--- src/rtl/flash_rst_pkg.sv ---
package flash_rst_pkg;

  typedef enum logic [1:0] {
    MODE_READ  = 2'd0,
    MODE_ID    = 2'd1,
    MODE_ERR   = 2'd2,
    MODE_RECOV = 2'd3
  } fmode_t;

  typedef enum logic [1:0] {
    OP_PROG  = 2'd0,
    OP_BULK  = 2'd1,
    OP_SECT  = 2'd2,
    OP_RSVD  = 2'd3
  } eop_t;

  typedef enum logic [1:0] {
    SEQ_IDLE = 2'd0,
    SEQ_KEY1 = 2'd1,
    SEQ_KEY2 = 2'd2
  } seq_t;

endpackage

--- src/rtl/fcmd_seq_det.sv ---
module fcmd_seq_det
  import flash_rst_pkg::*;
#(
  parameter int ADDR_W  = 12,
  parameter int DATA_W  = 8,
  parameter int KEY_A1  = 'h555,
  parameter int KEY_A2  = 'hAAA,
  parameter int KEY_D1  = 'hAA,
  parameter int KEY_D2  = 'h55,
  parameter int CMD_RST = 'hF0
) (
  input  logic              clk,
  input  logic              rst,
  input  logic              wr_stb,
  input  logic [ADDR_W-1:0] wr_addr,
  input  logic [DATA_W-1:0] wr_data,
  output logic              cmd_hit
);

  localparam logic [ADDR_W-1:0] A1 = ADDR_W'(KEY_A1);
  localparam logic [ADDR_W-1:0] A2 = ADDR_W'(KEY_A2);
  localparam logic [DATA_W-1:0] D1 = DATA_W'(KEY_D1);
  localparam logic [DATA_W-1:0] D2 = DATA_W'(KEY_D2);
  localparam logic [DATA_W-1:0] DC = DATA_W'(CMD_RST);

  seq_t st_q, st_d;
  logic hit_d;

  always_comb begin
    st_d  = st_q;
    hit_d = 1'b0;
    if (wr_stb) begin
      unique case (st_q)
        SEQ_KEY1: st_d = (wr_addr == A2 && wr_data == D2) ? SEQ_KEY2 : SEQ_IDLE;
        SEQ_KEY2: begin
          hit_d = (wr_data == DC);
          st_d  = SEQ_IDLE;
        end
        default: begin
          if (wr_data == DC) begin
            hit_d = 1'b1;
            st_d  = SEQ_IDLE;
          end else if (wr_addr == A1 && wr_data == D1) begin
            st_d = SEQ_KEY1;
          end else begin
            st_d = SEQ_IDLE;
          end
        end
      endcase
    end
  end

  always_ff @(posedge clk) begin
    if (rst) begin
      st_q    <= SEQ_IDLE;
      cmd_hit <= 1'b0;
    end else begin
      st_q    <= st_d;
      cmd_hit <= hit_d;
    end
  end

endmodule

--- src/rtl/frecov_timer.sv ---
module frecov_timer #(
  parameter int RECOV_CYC = 3125
) (
  input  logic clk,
  input  logic rst,
  input  logic load,
  output logic zero
);

  localparam int CNT_W = (RECOV_CYC > 1) ? $clog2(RECOV_CYC + 1) : 1;
  localparam logic [CNT_W-1:0] LOAD_V = CNT_W'(RECOV_CYC - 1);

  logic [CNT_W-1:0] cnt_q;

  always_ff @(posedge clk) begin
    if (rst) begin
      cnt_q <= '0;
    end else if (load) begin
      cnt_q <= LOAD_V;
    end else if (cnt_q != '0) begin
      cnt_q <= cnt_q - 1'b1;
    end
  end

  assign zero = (cnt_q == '0);

endmodule

--- src/rtl/fmode_ctrl.sv ---
module fmode_ctrl
  import flash_rst_pkg::*;
(
  input  logic       clk,
  input  logic       rst,
  input  logic       cmd_hit,
  input  logic       rst_pin,
  input  logic       eng_busy,
  input  logic [1:0] eng_op,
  input  logic       eng_fail,
  input  logic       enter_id,
  input  logic       tmr_zero,
  output logic       tmr_load,
  output logic [1:0] mode,
  output logic       err_flag,
  output logic       abort_req,
  output logic       ready
);

  fmode_t m_q, m_d;
  logic   abort_d;
  logic   sect_op;

  assign sect_op = (eng_op == OP_SECT);

  always_comb begin
    m_d      = m_q;
    abort_d  = 1'b0;
    tmr_load = 1'b0;
    if (rst_pin) begin
      if (eng_busy || m_q == MODE_RECOV) begin
        m_d      = MODE_RECOV;
        tmr_load = 1'b1;
        abort_d  = eng_busy && (m_q != MODE_RECOV);
      end else begin
        m_d = MODE_READ;
      end
    end else if (m_q == MODE_RECOV) begin
      if (tmr_zero) m_d = MODE_READ;
    end else if (eng_fail) begin
      m_d = MODE_ERR;
    end else if (cmd_hit) begin
      if (eng_busy) begin
        if (sect_op) begin
          m_d      = MODE_RECOV;
          tmr_load = 1'b1;
          abort_d  = 1'b1;
        end
      end else if (m_q == MODE_ERR) begin
        m_d      = MODE_RECOV;
        tmr_load = 1'b1;
      end else if (m_q == MODE_ID) begin
        m_d = MODE_READ;
      end
    end else if (enter_id && !eng_busy && m_q == MODE_READ) begin
      m_d = MODE_ID;
    end
  end

  always_ff @(posedge clk) begin
    if (rst) begin
      m_q       <= MODE_READ;
      err_flag  <= 1'b0;
      abort_req <= 1'b0;
      ready     <= 1'b1;
    end else begin
      m_q       <= m_d;
      err_flag  <= (m_d == MODE_ERR);
      abort_req <= abort_d;
      ready     <= (m_d != MODE_RECOV);
    end
  end

  assign mode = m_q;

endmodule

--- src/rtl/flash_rst_ctrl.sv ---
module flash_rst_ctrl
  import flash_rst_pkg::*;
#(
  parameter int ADDR_W    = 12,
  parameter int DATA_W    = 8,
  parameter int RECOV_CYC = 3125
) (
  input  logic              clk,
  input  logic              rst,
  input  logic              wr_stb,
  input  logic [ADDR_W-1:0] wr_addr,
  input  logic [DATA_W-1:0] wr_data,
  input  logic              rst_pin,
  input  logic              eng_busy,
  input  logic [1:0]        eng_op,
  input  logic              eng_fail,
  input  logic              enter_id,
  output logic [1:0]        mode,
  output logic              err_flag,
  output logic              abort_req,
  output logic              ready
);

  logic cmd_hit;
  logic tmr_load;
  logic tmr_zero;

  fcmd_seq_det #(
    .ADDR_W (ADDR_W),
    .DATA_W (DATA_W)
  ) u_det (
    .clk     (clk),
    .rst     (rst),
    .wr_stb  (wr_stb),
    .wr_addr (wr_addr),
    .wr_data (wr_data),
    .cmd_hit (cmd_hit)
  );

  frecov_timer #(
    .RECOV_CYC (RECOV_CYC)
  ) u_tmr (
    .clk  (clk),
    .rst  (rst),
    .load (tmr_load),
    .zero (tmr_zero)
  );

  fmode_ctrl u_ctrl (
    .clk       (clk),
    .rst       (rst),
    .cmd_hit   (cmd_hit),
    .rst_pin   (rst_pin),
    .eng_busy  (eng_busy),
    .eng_op    (eng_op),
    .eng_fail  (eng_fail),
    .enter_id  (enter_id),
    .tmr_zero  (tmr_zero),
    .tmr_load  (tmr_load),
    .mode      (mode),
    .err_flag  (err_flag),
    .abort_req (abort_req),
    .ready     (ready)
  );

endmodule

--- config.mk ---
export PLATFORM = sky130hd
export DESIGN_NAME = flash_rst_ctrl
export DESIGN_NICKNAME = d
export VERILOG_FILES = /design/src/rtl/flash_rst_pkg.sv /design/src/rtl/fcmd_seq_det.sv /design/src/rtl/frecov_timer.sv /design/src/rtl/fmode_ctrl.sv /design/src/rtl/flash_rst_ctrl.sv
export SDC_FILE = /design/constraint.sdc
export NUM_CORES = 1
export LEC_CHECK = 0
export ABC_AREA = 1
export BUFFER_PORTS_ARGS = -buffer_cell sky130_fd_sc_hd__buf_2
export CELL_PAD_IN_SITES_DETAIL_PLACEMENT = 1
export CELL_PAD_IN_SITES_GLOBAL_PLACEMENT = 1
export CORE_MARGIN = 5
export CORE_UTILIZATION = 36
export DETAILED_ROUTE_END_ITERATION = 8
export PLACE_DENSITY = 0.85
export SYNTH_ARGS = -nofsm -noshare
export SYNTH_HDL_FRONTEND = slang
export SYNTH_HIERARCHICAL = 1
export SYNTH_SLANG_ARGS = --single-unit
--- constraint.sdc ---
create_clock -name clk -period 2.2 [get_ports clk]
set_clock_uncertainty 0.1 [all_clocks]
set_input_delay 0.55 -clock clk [delete_from_list [all_inputs] [get_ports clk]]
set_output_delay 0.55 -clock clk [all_outputs]
set_load 0.02 [all_outputs]
==> flow_metrics.py, run 1 <==
metrics = {
    "synth": {
        "synth_edf_count": 0,
        "synthFlopType": "dfxtp_1",
        "synth_nets": 249,
        "synthArstFlopShare_pct": 0,
        "ys_warn_count": 6,
        "synth_cell_types": 28,
        "synth-seq-cells": 20,
        "synth-seq-area-share_pct": 29.5,
        "synth_cells": 217,
        "synth.avg_cell_area_um2": 6.24,
        "syn-cell-area_um2": 1360,
    },
    "placement": {
        "dp_worst_setup_slack_ns": 0.277,
        "place_inst": 299,
        "port_buffers": 33,
        "dpl_cell_area_um2": 1590,
        "hpwl_mm": 3.09,
        "gp_congestion": 0.779,
    },
    "timing": {
        "slew_headroom_pct": 78.1,
        "hold_ws_ns": 0.373,
        "slew_viol_final": 0,
        "setup_viol": 0,
        "tns_ns": 0,
        "rsz0062_at_grt": "no",
        "post-route-period-util_pct": 83.6,
        "fmax_ghz": 0.544,
        "tightestPinTransition_ns": 0.326,
        "finalHoldViolCount": 0,
        "timing.final.crit_period_ns": 1.84,
        "layout_setup_ws_ns": 0.362,
    },
    "die": {
        "ios": 34,
        "start_util_pct": 37.0,
        "core_area_um2": 3660,
        "rows": 22,
        "die_w_um": 71.4,
        "die-area_um2": 5090,
        "fp.dieH_um": 71.4,
    },
    "worst_setup_path": {
        "r2r_cells": 7,
        "worstReg2RegStart": "u_ctrl/mode[1]",
        "critPathRequiredTime_ns": 2.26,
        "cp-end-kind": "register",
        "arrival_ns": 1.90,
        "cp-start-kind": "register",
        "crit_type": "register to register",
        "worst_r2r_endpoint": "u_tmr/cnt_q[1]",
        "cp_max_fo": 5,
        "rrSetupSlack_ns": 0.36,
    },
    "finish": {
        "nets": 288,
        "stdcell_area_um2": 1640,
        "instances_no_fill": 303,
        "final_cell_mix": "55 x nand2_1, 38 x nor2_1, 35 x inv_1",
        "mostFrequentLayoutCell": "nand2_1",
        "diodes": 0,
        "post-route-util_pct": 44.9,
        "drive_gt1_share_pct": 23.5,
        "areaGrowthSynthToFinish_pct": 21.2,
    },
    "clock_tree": {
        "post_cts_buffers": 0,
        "clock_sinks": 20,
        "htreeDepth": 1,
        "cts_root_buf": "clkbuf_8",
        "cts_tree": "yes",
        "numCtsBuffers": 3,
        "clk_latency_ns": 0.26,
        "ctsHoldBuffers": 0,
        "cts.path.max_buffers": 2,
        "clk_pin_slew_ns": 0.08,
        "cts_resized": 0,
    },
    "pwr": {
        "p_total_mw": 1.50,
        "cellPowerDensity_nw_per_um2": 913,
        "cellLeakagePower_nw": 0.861,
        "max-vdd-ir-drop_v": 0.000560,
    },
    "global_route": {
        "met2_usage_pct": 29.2,
        "grt_util_met3_pct": 3.23,
        "grt_pass1_vias": 1509,
        "grt-busiest-layer": "met2",
        "antenna_found_initial": 0,
        "grt_max_degree": 13,
        "overflow": 0,
        "grt_use_met1_pct": 17.8,
        "track_usage_pct": 15.5,
        "grt_pass1_wl_mm": 6.44,
    },
    "routing": {
        "wl_per_cell_um": 12.3,
        "drt_iter0_markers": 46,
        "vias": 1429,
        "wl_mm": 3.73,
        "drtPass1Iterations": 4,
        "via_per_inst": 4.72,
        "drc": 0,
        "drtAntennaViolNets": 0,
    },
    "outcome": {
        "outcome": "complete, no violations",
    },
    "min_path": {
        "hp-start": "u_det/st_q[1]",
        "hold_end": "u_det/st_q[1]",
        "worst_hold_path_type": "register to register",
        "hold_depth": 2,
    },
    "run": {
        "max_cap_violations": 0,
    },
}
==> cells by family after synthesis <==
| group | count (synthesis) | synth area share (%) |
|---|---|---|
| AOI/OAI and AO/OA | 18 | 7.76 |
| xor gates and xnor gates | 4 | 2.59 |
| adders and majority gates | 3 | 2.77 |
| buffers and inverters | 37 | 10.2 |
| DFF | 20 | 29.5 |
| and+or+nand+nor | 135 | 47.1 |
==> worst max path at each step <==
stage                         startpoint        endpoint
after detailed placement        eng_busy  u_tmr/cnt_q[1]
final                     u_ctrl/mode[1]  u_tmr/cnt_q[1]
after floorplan           u_tmr/cnt_q[0]    u_ctrl/ready
after global routing      u_ctrl/mode[1]  u_tmr/cnt_q[8]
after global placement          eng_busy  u_tmr/cnt_q[1]
after CTS                 u_ctrl/mode[1]  u_tmr/cnt_q[3]
==> metal layers <==
metal | up-vias | wire (um)
li1 | 745 | -
met1 | 652 | 1600
met2 | 26 | 1930
met3 | 6 | 138
met4 | 0 | 65
met5 | - | 0
==> synth_stat cells (2+ instances only) <==
cell	count	share of area, %
o21ai_1	2	0.74
nor2_4	4	3.3
nand4_1	7	3.2
a21oi_1	10	3.7
ha_1	3	2.8
nor2_1	38	11
inv_2	2	0.55
o21ai_0	2	0.74
xor2_1	3	1.9
or2_1	2	0.92
nor2_2	6	2.8
nand3_1	10	3.7
nand2_2	6	2.8
inv_1	35	9.7
nand2_1	55	15
dfxtp_1	20	30
==> critical path, cell delays in order (launching register included) <==
cell and delay, ns:
dfxtp_1 0.43, inv_1 0.11, o31ai_1 0.31, nand4_1 0.13, o21ai_0 0.30, nor2_1 0.15
inv_1 0.15, nor3b_2 0.06
==> where the power goes <==
part | switching [mW] | total, mW | internal, mW
clock network | 0.129 | 0.289 | 0.159
registers | 0.0791 | 0.510 | 0.431
logic | 0.440 | 0.702 | 0.262
total | 0.648 | 1.50 | 0.852
==> registers in the layout, indices dropped and copies added (netlist names) <==
signal,count
u_ctrl/abort_req,1
u_ctrl/ready,1
u_det/st_q,2
u_ctrl/err_flag,1
u_ctrl/mode,2
u_tmr/cnt_q,12
u_det/cmd_hit,1
==> area by class of cell <==
class                   instances  area (um2)
multi-input cells             160         816
well taps                      48        60.1
inverters                      37         139
repair buffers                 34         173
fillers                       523        2020
clock buffers                   4        55.1
flip-flops and latches         20         400
Note: power is estimated with default switching activity, not from simulation.
==> inputs of run 2 (changes only) <==
CORE_UTILIZATION = 32   (was 36)
PLACE_DENSITY = 0.8   (was 0.85)
clock period = 1.6 ns   (was 2.2 ns; I/O delays follow)
==> flow_metrics.py, run 2 (synthesized netlist as in run 1, its figures left out) <==
metrics = {
    "run": {
        "max_cap_violations": 0,
    },
    "global_route": {
        "antenna_found_initial": 0,
        "grt_max_degree": 13,
        "overflow": 0,
        "grt_pass1_vias": 1497,
        "grt_pass1_wl_mm": 6.34,
        "track_usage_pct": 14.5,
    },
    "worst_setup_path": {
        "worst_r2r_endpoint": "u_ctrl/ready",
        "critical-path-top-delay-family": "simple AND/OR/NAND/NOR gates",
        "rrSetupSlack_ns": 0.05,
        "r2r_cells": 11,
        "crit_buf_inv": 3,
        "critPathRequiredTime_ns": 1.65,
        "arrival_ns": 1.60,
        "worstReg2RegStart": "u_tmr/cnt_q[1]",
        "cp-end-kind": "register",
        "crit_chain": "inv_2 -> ha_4 -> inv_4 -> nor2_4 -> nand3_4 -> inv_2 -> or2_1 -> nand2_1 -> nand2_2 -> a21oi_2 -> nand2_1",
        "critPathSlowestCell": "dfxtp_2",
        "cp-start-kind": "register",
        "slowest_delay_ns": 0.35,
        "cp_max_fo": 2,
        "crit_type": "register to register",
    },
    "die": {
        "ios": 34,
        "die-area_um2": 5640,
        "rows": 23,
        "start_util_pct": 33.4,
        "die_w_um": 75.1,
        "fp.dieH_um": 75.1,
        "core_area_um2": 4060,
    },
    "routing": {
        "drtAntennaViolNets": 0,
        "drc": 0,
        "vias": 1480,
        "via_per_inst": 4.70,
        "wl_mm": 3.70,
        "wl_per_cell_um": 11.7,
        "drtPass1Iterations": 4,
        "drt_iter0_markers": 32,
    },
    "clock_tree": {
        "clk_pin_slew_ns": 0.07,
        "htreeDepth": 1,
        "clock_sinks": 20,
        "cts_tree": "yes",
        "cts_root_buf": "clkbuf_8",
        "ctsHoldBuffers": 0,
        "cts.path.max_buffers": 2,
        "clk_latency_ns": 0.26,
        "numCtsBuffers": 3,
    },
    "timing": {
        "post-route-period-util_pct": 96.7,
        "hold_ws_ns": 0.337,
        "layout_setup_ws_ns": 0.0522,
        "rsz0062_at_grt": "yes",
        "timing.final.crit_period_ns": 1.55,
        "tightestPinTransition_ns": 0.283,
        "fmax_ghz": 0.646,
        "slew_viol_final": 0,
        "setup_viol": 0,
        "finalHoldViolCount": 0,
        "slew_headroom_pct": 81.0,
    },
    "finish": {
        "seqCellArea_um2": 407,
        "areaGrowthSynthToFinish_pct": 29.9,
        "mostFrequentLayoutCell": "nand2_1",
        "final_cell_mix": "54 x nand2_1, 36 x nor2_1, 33 x buf_2",
        "drive_gt1_share_pct": 32.8,
        "multi_input_area_um2": 847,
        "largest_reg_flops": 12,
        "regMostFlops": "u_tmr/cnt_q",
        "diodes": 0,
        "nets": 298,
        "instances_no_fill": 315,
        "nFillCells": 564,
    },
    "min_path": {
        "hp-start": "wr_stb",
        "hold_depth": 3,
        "hold_end": "u_det/cmd_hit",
        "worst_hold_path_type": "primary input to register",
    },
    "pwr": {
        "cellPowerDensity_nw_per_um2": 1260,
        "max-vdd-ir-drop_v": 0.000613,
        "cellLeakagePower_nw": 0.907,
    },
    "placement": {
        "dp_worst_setup_slack_ns": -0.0871,
        "hpwl_mm": 3.10,
        "gp_congestion": 0.845,
        "port_buffers": 33,
        "place_inst": 310,
    },
    "outcome": {
        "outcome": "complete, no violations",
    },
}
## run 2: cell count changes in the layout (fill, tap and decap cells not counted), sizes merged
cell	change
buf	+10
## run 2: worst min-delay path: stages
cell     delay [ns]
buf_2          0.12
nand2_1        0.07
nor4_1         0.05
## run 2: power breakdown
part           leakage (nW)  switching (mW)  total (mW)  internal (mW)
Combinational         0.712           0.676        1.15          0.477
Sequential            0.166          0.0895       0.689          0.599
Clock                0.0288           0.158       0.377          0.219
Total                 0.907           0.923        2.22           1.29
## run 2: repair_timing
action	in CTS	in global routing
setup buffers	0	1
hold endpoints to repair	0	0
pin swaps	5	11
endpoints found under the setup margin	2	12
gates resized for setup	4	16
## run 2: routing by layer
metal / track usage [%] / up-vias / routed length (um)
met5: 0 / - / 0
met4: 3.36 / 0 / 26
met3: 3.74 / 2 / 103
met2: 25.0 / 22 / 1920
li1: - / 773 / -
met1: 18.0 / 683 / 1640
## run 2: final cells by class
| cell class | count | area share (%) |
|---|---|---|
| inverter | 37 | 8.03 |
| multi-input combinational | 160 | 48.1 |
| sequential | 20 | 23.1 |
| tap | 50 | 3.55 |
| timing repair buffer | 44 | 14.1 |
| clock buffer | 4 | 3.13 |
## run 2: through the flow
step	utilization (%)	TNS, ns	total power, mW	area, um2
floorplan	-	0	1.43	1360
global placement	40.9	-0.293	1.74	1660
detailed placement	40.9	-0.693	1.78	1660
CTS	42.3	0	2.18	1720
global route	43.4	-0.0919	2.42	1760
finish	43.4	0	2.22	1760
## run 2: worst max-delay path by stage
stage | from | endpoint | slack, ns | cells after the start
2_1_floorplan | u_tmr/cnt_q[1] | u_ctrl/ready | 0.003 | 11
4_1_cts | u_tmr/cnt_q[1] | u_ctrl/ready | 0.0002 | 11
5_1_grt | u_tmr/cnt_q[1] | u_ctrl/ready | -0.07 | 11
3_5_place_dp | eng_busy | u_tmr/cnt_q[1] | -0.09 | 7
6_report | u_tmr/cnt_q[1] | u_ctrl/ready | 0.05 | 11
3_3_place_gp | eng_busy | u_tmr/cnt_q[7] | -0.05 | 7
==> inputs of run 3 (changes only) <==
CORE_UTILIZATION = 31   (was 32)
PLACE_DENSITY = 0.78   (was 0.8)
==> flow_metrics.py, run 3 (synthesized netlist as in run 1, its figures left out) <==
metrics = {
    "clock_tree": {
        "clock_sinks": 20,
        "cts_root_buf": "clkbuf_8",
        "numCtsBuffers": 3,
        "htreeDepth": 1,
        "ctsHoldBuffers": 0,
        "clk_latency_ns": 0.26,
        "cts_tree": "yes",
        "clk_pin_slew_ns": 0.08,
        "cts.path.max_buffers": 2,
    },
    "worst_setup_path": {
        "cp-end-kind": "register",
        "slowest_delay_ns": 0.35,
        "critPathRequiredTime_ns": 1.68,
        "arrival_ns": 1.62,
        "cp-start-kind": "register",
        "crit_chain": "nor2_2 -> inv_2 -> nor2_4 -> nand3_4 -> buf_4 -> buf_4 -> nand2_1 -> nor3b_2",
        "cp_max_fo": 5,
        "critical-path-top-delay-family": "simple AND/OR/NAND/NOR gates",
        "crit_buf_inv": 3,
        "crit_type": "register to register",
        "critPathSlowestCell": "dfxtp_2",
        "crit_top_cell": "buf_4",
    },
    "placement": {
        "port_buffers": 33,
        "hpwl_mm": 3.12,
        "gp_congestion": 0.805,
        "dpl_cell_area_um2": 1660,
    },
    "routing": {
        "vias": 1474,
        "drc": 0,
        "drtAntennaViolNets": 0,
        "wl_per_cell_um": 12.1,
        "drt_iter0_markers": 30,
        "wl_mm": 3.87,
        "via_per_inst": 4.62,
        "drtPass1Iterations": 4,
    },
    "finish": {
        "multi_input_area_um2": 848,
        "mostFrequentLayoutCell": "nand2_1",
        "seqCellArea_um2": 408,
        "diodes": 0,
        "areaGrowthSynthToFinish_pct": 32.6,
        "largest_reg_flops": 12,
        "nets": 300,
        "nFillCells": 577,
        "final_cell_mix": "55 x nand2_1, 36 x nor2_1, 33 x buf_2",
        "drive_gt1_share_pct": 33.0,
        "stdcell_area_um2": 1800,
        "regMostFlops": "u_tmr/cnt_q",
    },
    "timing": {
        "slew_viol_final": 0,
        "setup_viol": 0,
        "fmax_ghz": 0.649,
        "tightestPinTransition_ns": 0.232,
        "timing.final.crit_period_ns": 1.54,
        "hold_ws_ns": 0.311,
        "slew_headroom_pct": 84.4,
        "rsz0062_at_grt": "yes",
        "post-route-period-util_pct": 96.3,
        "finalHoldViolCount": 0,
    },
    "global_route": {
        "grt_max_degree": 13,
        "track_usage_pct": 13.2,
        "grt_pass1_wl_mm": 6.47,
        "grt_pass1_vias": 1537,
        "antenna_found_initial": 0,
        "overflow": 0,
    },
    "pwr": {
        "cellLeakagePower_nw": 0.925,
        "cellPowerDensity_nw_per_um2": 1340,
        "max-vdd-ir-drop_v": 0.000643,
    },
    "die": {
        "rows": 24,
        "die_w_um": 76.1,
        "fp.dieH_um": 76.1,
        "ios": 34,
        "die-area_um2": 5790,
        "start_util_pct": 31.6,
        "core_area_um2": 4290,
    },
    "outcome": {
        "outcome": "complete, no violations",
    },
    "min_path": {
        "worst_hold_path_type": "primary input to register",
    },
    "run": {
        "max_cap_violations": 0,
    },
}
-- run 3: timing repair --
item / CTS / global route
pin swaps: 0 / 8
endpoints found under the setup margin: 1 / 16
setup buffers: 0 / 3
gates resized for setup: 2 / 17
-- run 3: path summary, 6_finish.rpt --
kind | from | end | slack [ns] | depth (start not counted)
max reg2reg | u_tmr/cnt_q[4] | u_tmr/cnt_q[1] | 0.06 | 8
min reg2reg | u_det/st_q[1] | u_det/st_q[1] | 0.38 | 2
min | wr_stb | u_det/cmd_hit | 0.31 | 3
max | u_tmr/cnt_q[4] | u_tmr/cnt_q[1] | 0.06 | 8
-- run 3: area by class of cell --
class | instances | share of cell area [%]
clock buffers | 3 | 2.30
clock inverters | 1 | 1.67
inverters | 37 | 7.87
multi-input cells | 160 | 47.2
flip-flops and latches | 20 | 22.7
well taps | 52 | 3.62
repair buffers | 46 | 14.6
-- run 3: through the flow --
step	util (%)	setup WS (ns)	TNS, ns	instances	power, mW
6_report	41.8	0.0585	0	319	2.40
5_1_grt	41.8	-0.0283	-0.0283	319	2.57
4_1_cts	40.4	0.000634	0	316	2.33
3_5_place_dp	38.7	-0.0315	-0.119	312	1.79
3_3_place_gp	38.7	0.00224	0	312	1.75
2_1_floorplan	-	0.00297	0	217	1.43
-- run 3: worst reg2reg max path: cells and delay by family, from the launching register on --
kind	cells	cell delay (ns)
buf+inv	3	0.37
simple gates	5	0.65
flops	1	0.35
-- run 3: power by group --
group | total (mW) | switching (mW) | internal [mW]
sequential | 0.693 | 0.0927 | 0.601
combinational | 1.20 | 0.699 | 0.503
clock | 0.508 | 0.174 | 0.334
total | 2.40 | 0.966 | 1.44
-- run 3: routing by layer --
metal / vias up / global-route usage (%) / wire length [um]
met5: - / 0 / 0
met4: 0 / 3.32 / 44
met3: 4 / 3.19 / 96
met2: 17 / 24.7 / 2060
met1: 683 / 14.7 / 1670
li1: 770 / - / -
